## src/rtl/mcc_pkg.sv

```systemverilog
package mcc_pkg;

   localparam logic [1:0] FMT_ALU = 2'd2;
   localparam logic [1:0] FMT_MEM = 2'd3;

   localparam logic [5:0] OP_ADD = 6'h00;
   localparam logic [5:0] OP_AND = 6'h01;
   localparam logic [5:0] OP_OR  = 6'h02;
   localparam logic [5:0] OP_XOR = 6'h03;
   localparam logic [5:0] OP_SUB = 6'h04;
   localparam logic [5:0] OP_SLL = 6'h25;
   localparam logic [5:0] OP_SRL = 6'h26;
   localparam logic [5:0] OP_LDW = 6'h00;
   localparam logic [5:0] OP_STW = 6'h04;

   typedef enum logic [2:0] {
      ALU_ADD, ALU_SUB, ALU_AND, ALU_OR, ALU_XOR, ALU_SLL, ALU_SRL
   } alu_op_t;

   typedef enum logic [2:0] {
      PH_FETCH, PH_DECODE, PH_OPER, PH_EXEC, PH_STORE, PH_HALT
   } phase_t;

   typedef struct packed {
      logic [4:0] rd;
      logic [4:0] rs1;
      logic [4:0] rs2;
      logic       use_imm;
      logic       is_alu;
      logic       is_load;
      logic       is_store;
      logic       legal;
      alu_op_t    op;
   } dec_t;

endpackage

```

## src/rtl/mcc_regfile.sv

```systemverilog
module mcc_regfile #(
   parameter int XLEN = 32,
   parameter int NREG = 32,
   localparam int RW  = $clog2(NREG)
) (
   input  logic            clk,
   input  logic            rst_n,
   input  logic [RW-1:0]   raddr_a,
   input  logic [RW-1:0]   raddr_b,
   output logic [XLEN-1:0] rdata_a,
   output logic [XLEN-1:0] rdata_b,
   input  logic            we,
   input  logic [RW-1:0]   waddr,
   input  logic [XLEN-1:0] wdata
);

   logic [XLEN-1:0] regs [NREG];

   for (genvar i = 0; i < NREG; i++) begin : g_reg
      if (i == 0) begin : g_zero
         assign regs[i] = '0;
      end else begin : g_flop
         logic [XLEN-1:0] q;
         always_ff @(posedge clk) begin
            if (!rst_n)
               q <= '0;
            else if (we && waddr == RW'(i))
               q <= wdata;
         end
         assign regs[i] = q;
      end
   end

   assign rdata_a = regs[raddr_a];
   assign rdata_b = regs[raddr_b];

endmodule

```

## src/rtl/mcc_decode.sv

```systemverilog
module mcc_decode
   import mcc_pkg::*;
#(
   parameter int XLEN = 32
) (
   input  logic [31:0]     instr,
   output dec_t            dec,
   output logic [XLEN-1:0] imm
);

   logic [1:0] fmt;
   logic [5:0] op3;

   assign fmt = instr[31:30];
   assign op3 = instr[24:19];
   assign imm = {{(XLEN-13){instr[12]}}, instr[12:0]};

   always_comb begin
      dec          = '0;
      dec.rd       = instr[29:25];
      dec.rs1      = instr[18:14];
      dec.rs2      = instr[4:0];
      dec.use_imm  = instr[13];
      dec.op       = ALU_ADD;
      if (fmt == FMT_ALU) begin
         dec.is_alu = 1'b1;
         dec.legal  = 1'b1;
         case (op3)
            OP_ADD:  dec.op = ALU_ADD;
            OP_SUB:  dec.op = ALU_SUB;
            OP_AND:  dec.op = ALU_AND;
            OP_OR:   dec.op = ALU_OR;
            OP_XOR:  dec.op = ALU_XOR;
            OP_SLL:  dec.op = ALU_SLL;
            OP_SRL:  dec.op = ALU_SRL;
            default: begin
               dec.legal  = 1'b0;
               dec.is_alu = 1'b0;
            end
         endcase
      end else if (fmt == FMT_MEM) begin
         dec.is_load  = (op3 == OP_LDW);
         dec.is_store = (op3 == OP_STW);
         dec.legal    = dec.is_load || dec.is_store;
      end
      AST_DEC_ONE_KIND: assert ($onehot0({dec.is_alu, dec.is_load, dec.is_store}));
   end

endmodule

```

## src/rtl/mcc_alu.sv

```systemverilog
module mcc_alu
   import mcc_pkg::*;
#(
   parameter int XLEN = 32,
   localparam int SW  = $clog2(XLEN)
) (
   input  alu_op_t         op,
   input  logic [XLEN-1:0] a,
   input  logic [XLEN-1:0] b,
   output logic [XLEN-1:0] y
);

   logic [SW-1:0] shamt;
   assign shamt = b[SW-1:0];

   always_comb begin
      case (op)
         ALU_ADD: y = a + b;
         ALU_SUB: y = a - b;
         ALU_AND: y = a & b;
         ALU_OR:  y = a | b;
         ALU_XOR: y = a ^ b;
         ALU_SLL: y = a << shamt;
         ALU_SRL: y = a >> shamt;
         default: y = a + b;
      endcase
   end

endmodule

```

## src/rtl/mcc_core.sv

```systemverilog
module mcc_core
   import mcc_pkg::*;
#(
   parameter int          XLEN     = 32,
   parameter int          NREG     = 32,
   parameter logic [31:0] RESET_PC = 32'h0000_0000,
   localparam int         RW       = $clog2(NREG)
) (
   input  logic            clk,
   input  logic            rst_n,
   output logic            mem_req,
   output logic            mem_we,
   output logic [31:0]     mem_addr,
   output logic [XLEN-1:0] mem_wdata,
   input  logic [XLEN-1:0] mem_rdata,
   input  logic            mem_ready,
   output logic            halted,
   output logic            illegal,
   output logic            misaligned
);

   if (XLEN != 32) begin : g_bad_xlen
      $error("mcc_core: the instruction layout needs XLEN of 32");
   end
   if (NREG != 32) begin : g_bad_nreg
      $error("mcc_core: register fields are 5 bits, NREG must be 32");
   end
   if (RESET_PC[1:0] != 2'b00) begin : g_bad_pc
      $error("mcc_core: RESET_PC must be word aligned");
   end

   phase_t          phase_q;
   logic [31:0]     pc_q;
   logic [31:0]     ir_q;
   logic [XLEN-1:0] opa_q, opb_q, res_q, sdata_q;
   logic            illegal_q, misaligned_q;

   dec_t            dec;
   logic [XLEN-1:0] imm;
   logic [XLEN-1:0] alu_y;
   logic [RW-1:0]   raddr_b;
   logic [XLEN-1:0] rdata_a, rdata_b;
   logic            rf_we;
   logic [XLEN-1:0] rf_wdata;
   logic            mem_op;

   mcc_decode #(.XLEN(XLEN)) u_dec (
      .instr (ir_q),
      .dec   (dec),
      .imm   (imm)
   );

   mcc_alu #(.XLEN(XLEN)) u_alu (
      .op (dec.op),
      .a  (opa_q),
      .b  (opb_q),
      .y  (alu_y)
   );

   assign raddr_b = (phase_q == PH_EXEC) ? dec.rd : dec.rs2;

   mcc_regfile #(.XLEN(XLEN), .NREG(NREG)) u_rf (
      .clk     (clk),
      .rst_n   (rst_n),
      .raddr_a (dec.rs1),
      .raddr_b (raddr_b),
      .rdata_a (rdata_a),
      .rdata_b (rdata_b),
      .we      (rf_we),
      .waddr   (dec.rd),
      .wdata   (rf_wdata)
   );

   assign mem_op    = dec.is_load || dec.is_store;
   assign mem_req   = (phase_q == PH_FETCH) || (phase_q == PH_STORE && mem_op);
   assign mem_we    = (phase_q == PH_STORE) && dec.is_store;
   assign mem_addr  = (phase_q == PH_FETCH) ? pc_q : res_q;
   assign mem_wdata = sdata_q;

   assign rf_we    = (phase_q == PH_STORE) &&
                     (dec.is_alu || (dec.is_load && mem_ready));
   assign rf_wdata = dec.is_load ? mem_rdata : res_q;

   always_ff @(posedge clk) begin
      if (!rst_n) begin
         phase_q      <= PH_FETCH;
         pc_q         <= RESET_PC;
         ir_q         <= '0;
         opa_q        <= '0;
         opb_q        <= '0;
         res_q        <= '0;
         sdata_q      <= '0;
         illegal_q    <= 1'b0;
         misaligned_q <= 1'b0;
      end else begin
         case (phase_q)
            PH_FETCH: begin
               if (mem_ready) begin
                  ir_q    <= mem_rdata;
                  pc_q    <= pc_q + 32'd4;
                  phase_q <= PH_DECODE;
               end
            end
            PH_DECODE: begin
               if (!dec.legal) begin
                  illegal_q <= 1'b1;
                  phase_q   <= PH_HALT;
               end else begin
                  phase_q <= PH_OPER;
               end
            end
            PH_OPER: begin
               opa_q   <= rdata_a;
               opb_q   <= dec.use_imm ? imm : rdata_b;
               phase_q <= PH_EXEC;
            end
            PH_EXEC: begin
               res_q   <= alu_y;
               sdata_q <= rdata_b;
               if (mem_op && alu_y[1:0] != 2'b00) begin
                  misaligned_q <= 1'b1;
                  phase_q      <= PH_HALT;
               end else begin
                  phase_q <= PH_STORE;
               end
            end
            PH_STORE: begin
               if (!mem_op || mem_ready)
                  phase_q <= PH_FETCH;
            end
            default: phase_q <= PH_HALT;
         endcase
      end
   end

   assign halted     = (phase_q == PH_HALT);
   assign illegal    = illegal_q;
   assign misaligned = misaligned_q;

   AST_PC_STEP: assert property (@(posedge clk) disable iff (!rst_n)
      (phase_q == PH_FETCH && mem_ready) |=> (pc_q == $past(pc_q) + 32'd4));
   AST_ZERO_READ: assert property (@(posedge clk) disable iff (!rst_n)
      (dec.rs1 == '0) |-> (rdata_a == '0));
   AST_REQ_HELD: assert property (@(posedge clk) disable iff (!rst_n)
      (mem_req && !mem_ready) |=> (mem_req && $stable(mem_addr) && $stable(mem_we)));
   AST_WDATA_HELD: assert property (@(posedge clk) disable iff (!rst_n)
      (mem_req && mem_we && !mem_ready) |=> $stable(mem_wdata));
   AST_ONE_CAUSE: assert property (@(posedge clk) disable iff (!rst_n)
      !(illegal && misaligned));
   AST_ALIGNED: assert property (@(posedge clk) disable iff (!rst_n)
      mem_req |-> (mem_addr[1:0] == 2'b00));
   AST_HALT_QUIET: assert property (@(posedge clk) disable iff (!rst_n)
      halted |-> !mem_req);
   AST_HALT_STICKY: assert property (@(posedge clk) disable iff (!rst_n)
      halted |=> halted);

endmodule

```

## config.mk

```make
export PLATFORM = sky130hd
export DESIGN_NAME = mcc_core
export DESIGN_NICKNAME = d
export VERILOG_FILES = /design/src/rtl/mcc_pkg.sv /design/src/rtl/mcc_regfile.sv /design/src/rtl/mcc_decode.sv /design/src/rtl/mcc_alu.sv /design/src/rtl/mcc_core.sv
export SDC_FILE = /design/constraint.sdc
export NUM_CORES = 2
export LEC_CHECK = 0
export ABC_AREA = 1
export BUFFER_PORTS_ARGS = -buffer_cell sky130_fd_sc_hd__buf_2
export CORE_MARGIN = 1
export CORE_UTILIZATION = 35
export DETAILED_ROUTE_END_ITERATION = 8
export SYNTH_ARGS = -nofsm -noshare
export SYNTH_HDL_FRONTEND = slang
export SYNTH_HIERARCHICAL = 1
export SYNTH_SLANG_ARGS = --single-unit
```

## constraint.sdc

```tcl
create_clock -name clk -period 3.4 [get_ports clk]
set_input_delay 0.85 -clock clk [delete_from_list [all_inputs] [get_ports clk]]
set_output_delay 0.85 -clock clk [all_outputs]
set_load 0.01 [all_outputs]
```

==> impl_results.md <==
- Status: finished, final reports clean
- Syn-to-layout area delta: 13.7%
- Sw Ratio: 0.355
- Final setup viols: 0
- Most frequent cells in the layout: nand2_1 (3985), nand3_1 (2444), dfxtp_1 (1176), a21oi_1 (1012), inv_1 (629)
- Worst hold endpoint: ir_q[21]
- Grt ovf: 0
- TritonCTS Buffers: 138
- Worst min path class: in2reg
- CTS tree: built
- DRC violations left: 0
- Top-area cell type share of the netlist area: 0.327
- Worst VDD drop: 0.580 mV
- Synth Warn #: 6
- Via density: 5.64
- RSZ-0062 raised after global routing: true
- Total internal power: 26500 µW
- Clock Sink Count: 1187
- Bufs and invs on worst path: 6
- Full die area: 0.210 mm²
- Setup_tns: 0 ns
- Clock power share: 0.368
- Clock skew: 0.0383 ns
- Hold wc startpoint: mem_rdata[21]
- Hold-critical path depth: 3
- Slew HR: 0.387
- Final wirelength: 338000 µm
- Die X: 458 µm
- Largest net degree at the start of global routing: 134
- Startpoint Class: flop
- Flops & latches, synth: 1187
- Most used cell, CP: buf_6
- Max cap viols: 0
- Die Height: 458 µm
- Vias in the first global route: 73800
- Clock Latency Late Sink: 0.81 ns
- Worst r2r src: phase_q[1]
- WP data required: 2.55 ns
- Initial Utilization: 0.354
- Initial drt markers: 11000
- Core Area: 0.206 mm²
- Slew @ Worst Pin: 0.919 ns
- Top_reg_cell synth: dfxtp_1
- RD Place Congestion: 1.04
- GRT Resource Usage Total: 0.309
- Cell area after layout: 0.0827 mm²
- First-pass GRT wire length: 494000 µm
- Endpoints failing hold: 0
- Hpwl dp: 217000 µm
- Post-synth EDFFs: 0
- Layout Nets: 12000
- Max-slew violation count: 0
- Vias after detailed routing: 82600
- FF-to-FF path depth: 19
- Post-synth top area cell: dfxtp_1
- Slowest stage delay, CP: 0.37 ns
- Initial antenna violation count: 21
- Place WS: -0.0146 ns
- Crit path time final: 3.36 ns
- Async SR Flop Fraction: 0
- Mapped cell area: 0.0728 mm²
- CTS clock-pin slew for the worst setup and hold paths: 0.07 ns
- CTS H-tree depth: 4
- Routed Antenna Nets: 0
- Synth area leaders: dfxtp_1 (33%), nand2_1 (21%), nand3_1 (17%)
- CP Capture Type: primary output
- Pleak: 0.0331 µW
- Reg-to-Reg End: opb_q[3]
- Worst Path Max Fanout: 17
- Maximum clock insertion buffer count: 3
- Post-Place Cell Area: 0.0772 mm²
- Tot Pwr: 41000 µW
- Period utilisation layout: 0.989
- Num rows: 166
- Fmax: 0.297 GHz
- Arr. time, crit path: 2.51 ns
- DR WL/cell: 23.1 µm
- Drt first pass iters: 9
- Yosys cell types: 53
- Comb pwr share: 0.287
- Crit path kind: reg2out
- Seq/Total Area, Yosys: 0.327
- Syn Inst Count: 12200
- CP Cell Sequence: inv_4 > nand2_4 > nor2_4 > buf_4 > nand4_1 > nor2_2 > buf_12 > inv_1 > buf_6 > a31oi_4 > buf_6
- Input/output buffers: 103
- Clock root buffer: clkbuf_16
- Reg2reg setup slack: 0.08 ns
- PnR worst setup slack: 0.0369 ns
- Switch Pwr: 14600 µW
- IO Pins: 104
- Commonest non-fill, non-tap cell in the layout: nand2_1
- Power Dens Cells: 496 mW/mm²
- Critical path's slowest cell: dfxtp_4
- Sequential share of power: 0.345
- Worst Hold Slack: 0.317 ns
- Mean post-synth cell area: 5.98 µm²
- Fraction of layout cells with a size suffix above 1: 0.0946
- Mapped Nets: 12300
- Top Family by Delay on Critical Path: buffers and inverters
- # fillers: 22400
==> sequential cells by signal, indices dropped and copies added (netlist names) <==
name,count
misaligned,1
ir_q,32
illegal,1
opa_q,32
u_rf/g.g_flop.q,992
pc_q,30
mem_wdata,32
res_q,32
opb_q,32
phase_q,3
==> how the worst max path moves through the flow <==
stage / start / endpoint / slack (ns) / cells after the start
floorplan: ir_q[24] / res_q[30] / 0.21 / 26
global placement: ir_q[24] / res_q[15] / -0.03 / 27
detailed placement: ir_q[23] / res_q[18] / -0.01 / 25
CTS: ir_q[23] / res_q[24] / -0.004 / 25
global route: ir_q[22] / res_q[31] / -0.10 / 30
finish: ir_q[19] / mem_req / 0.04 / 11
==> layer usage <==
layer  share of wire  vias to the layer above  wire length, µm  GRT usage
met5        0.000062                        -               21          0
met4           0.068                        4            23100      0.187
met3            0.10                      916            35300     0.0613
met2            0.42                     4476           142000      0.459
met1            0.41                    38200           138000      0.411
li1                -                    38900                -          -
==> repair_timing <==
item                                    CTS  global route
endpoints found under the hold margin     0             0
hold buffers                              0             0
buffers inserted                          3            15
endpoints found under the setup margin    9            60
gates resized for setup                  16           191
gates cloned                              1             2
pin swaps                                 2            78
==> worst register-to-register path, delay by kind of cell, from the launching register on <==
family	cells	cell delay, ns
AOI/OAI and AO/OA	2	0.43
and+or+nand+nor	12	1.71
buffers and inverters	5	0.66
DFF	1	0.37
==> through the flow <==
stage | std cells | util
after floorplan | 12200 | -
after detailed placement | 14400 | 0.375
after global routing | 14600 | 0.402
final | 14600 | 0.402
after global placement | 14400 | 0.375
after CTS | 14600 | 0.398
==> synth_stat cells, types with 2 or more instances <==
library cell,number
nand3b_1,10
nor2_4,15
buf_1,92
clkbuf_1,640
nand2_2,30
o21a_1,3
nor2_1,657
nor3_4,3
nand3_1,2455
dfxtp_1,1187
nand2_4,2
o211ai_1,8
or2_2,6
nand3_2,3
o21bai_1,3
o2111ai_1,10
o211a_1,2
a21oi_2,5
nor3_1,17
ha_1,98
buf_2,237
buf_6,11
inv_1,646
a211oi_1,7
buf_4,88
clkbuf_2,3
o21ai_1,84
a31oi_1,6
and3_1,2
nand4_1,32
and2_1,5
a22o_1,5
xor2_1,36
nor2_2,16
o21ai_0,589
inv_4,3
or2_1,2
a221oi_1,7
a21oi_1,1028
nand2_1,4074
inv_2,29
==> cell families (layout without fill, tap and decap cells) <==
group           Yosys count  in the layout  share of synthesized area
xor+xnor                 36             36                    0.00433
other cells               0             10                          0
flops                  1187           1187                      0.327
compound gates         1761           1761                      0.124
simple gates           7335           7335                      0.428
fa+ha+maj                99             99                     0.0171
buf+inv                1750           1515                      0.100
==> power by group through the flow <==
| stage | sequential [µW] | combinational (µW) | clock, µW |
|---|---|---|---|
| after detailed placement | 14500 | 10500 | 0 |
| after global routing | 14200 | 12600 | 15800 |
| after floorplan | 14400 | 6430 | 0 |
| final | 14200 | 11800 | 15100 |
| after global placement | 14500 | 10600 | 0 |
| after CTS | 14200 | 10600 | 15300 |
==> layout make-up <==
cell class                      instances  area, µm²  area share
Timing Repair Buffer                  600       5860      0.0708
Clock buffer                          203       4120      0.0499
Sequential cell                      1187      23800       0.288
Multi-Input combinational cell       9231      42600       0.515
Inverter                              679       2630      0.0318
Clock inverter                         33        318     0.00384
Tap cell                             2688       3360      0.0407
Antenna cell                           10       25.0    0.000303
No activity file was read; power rests on OpenSTA's default activity.
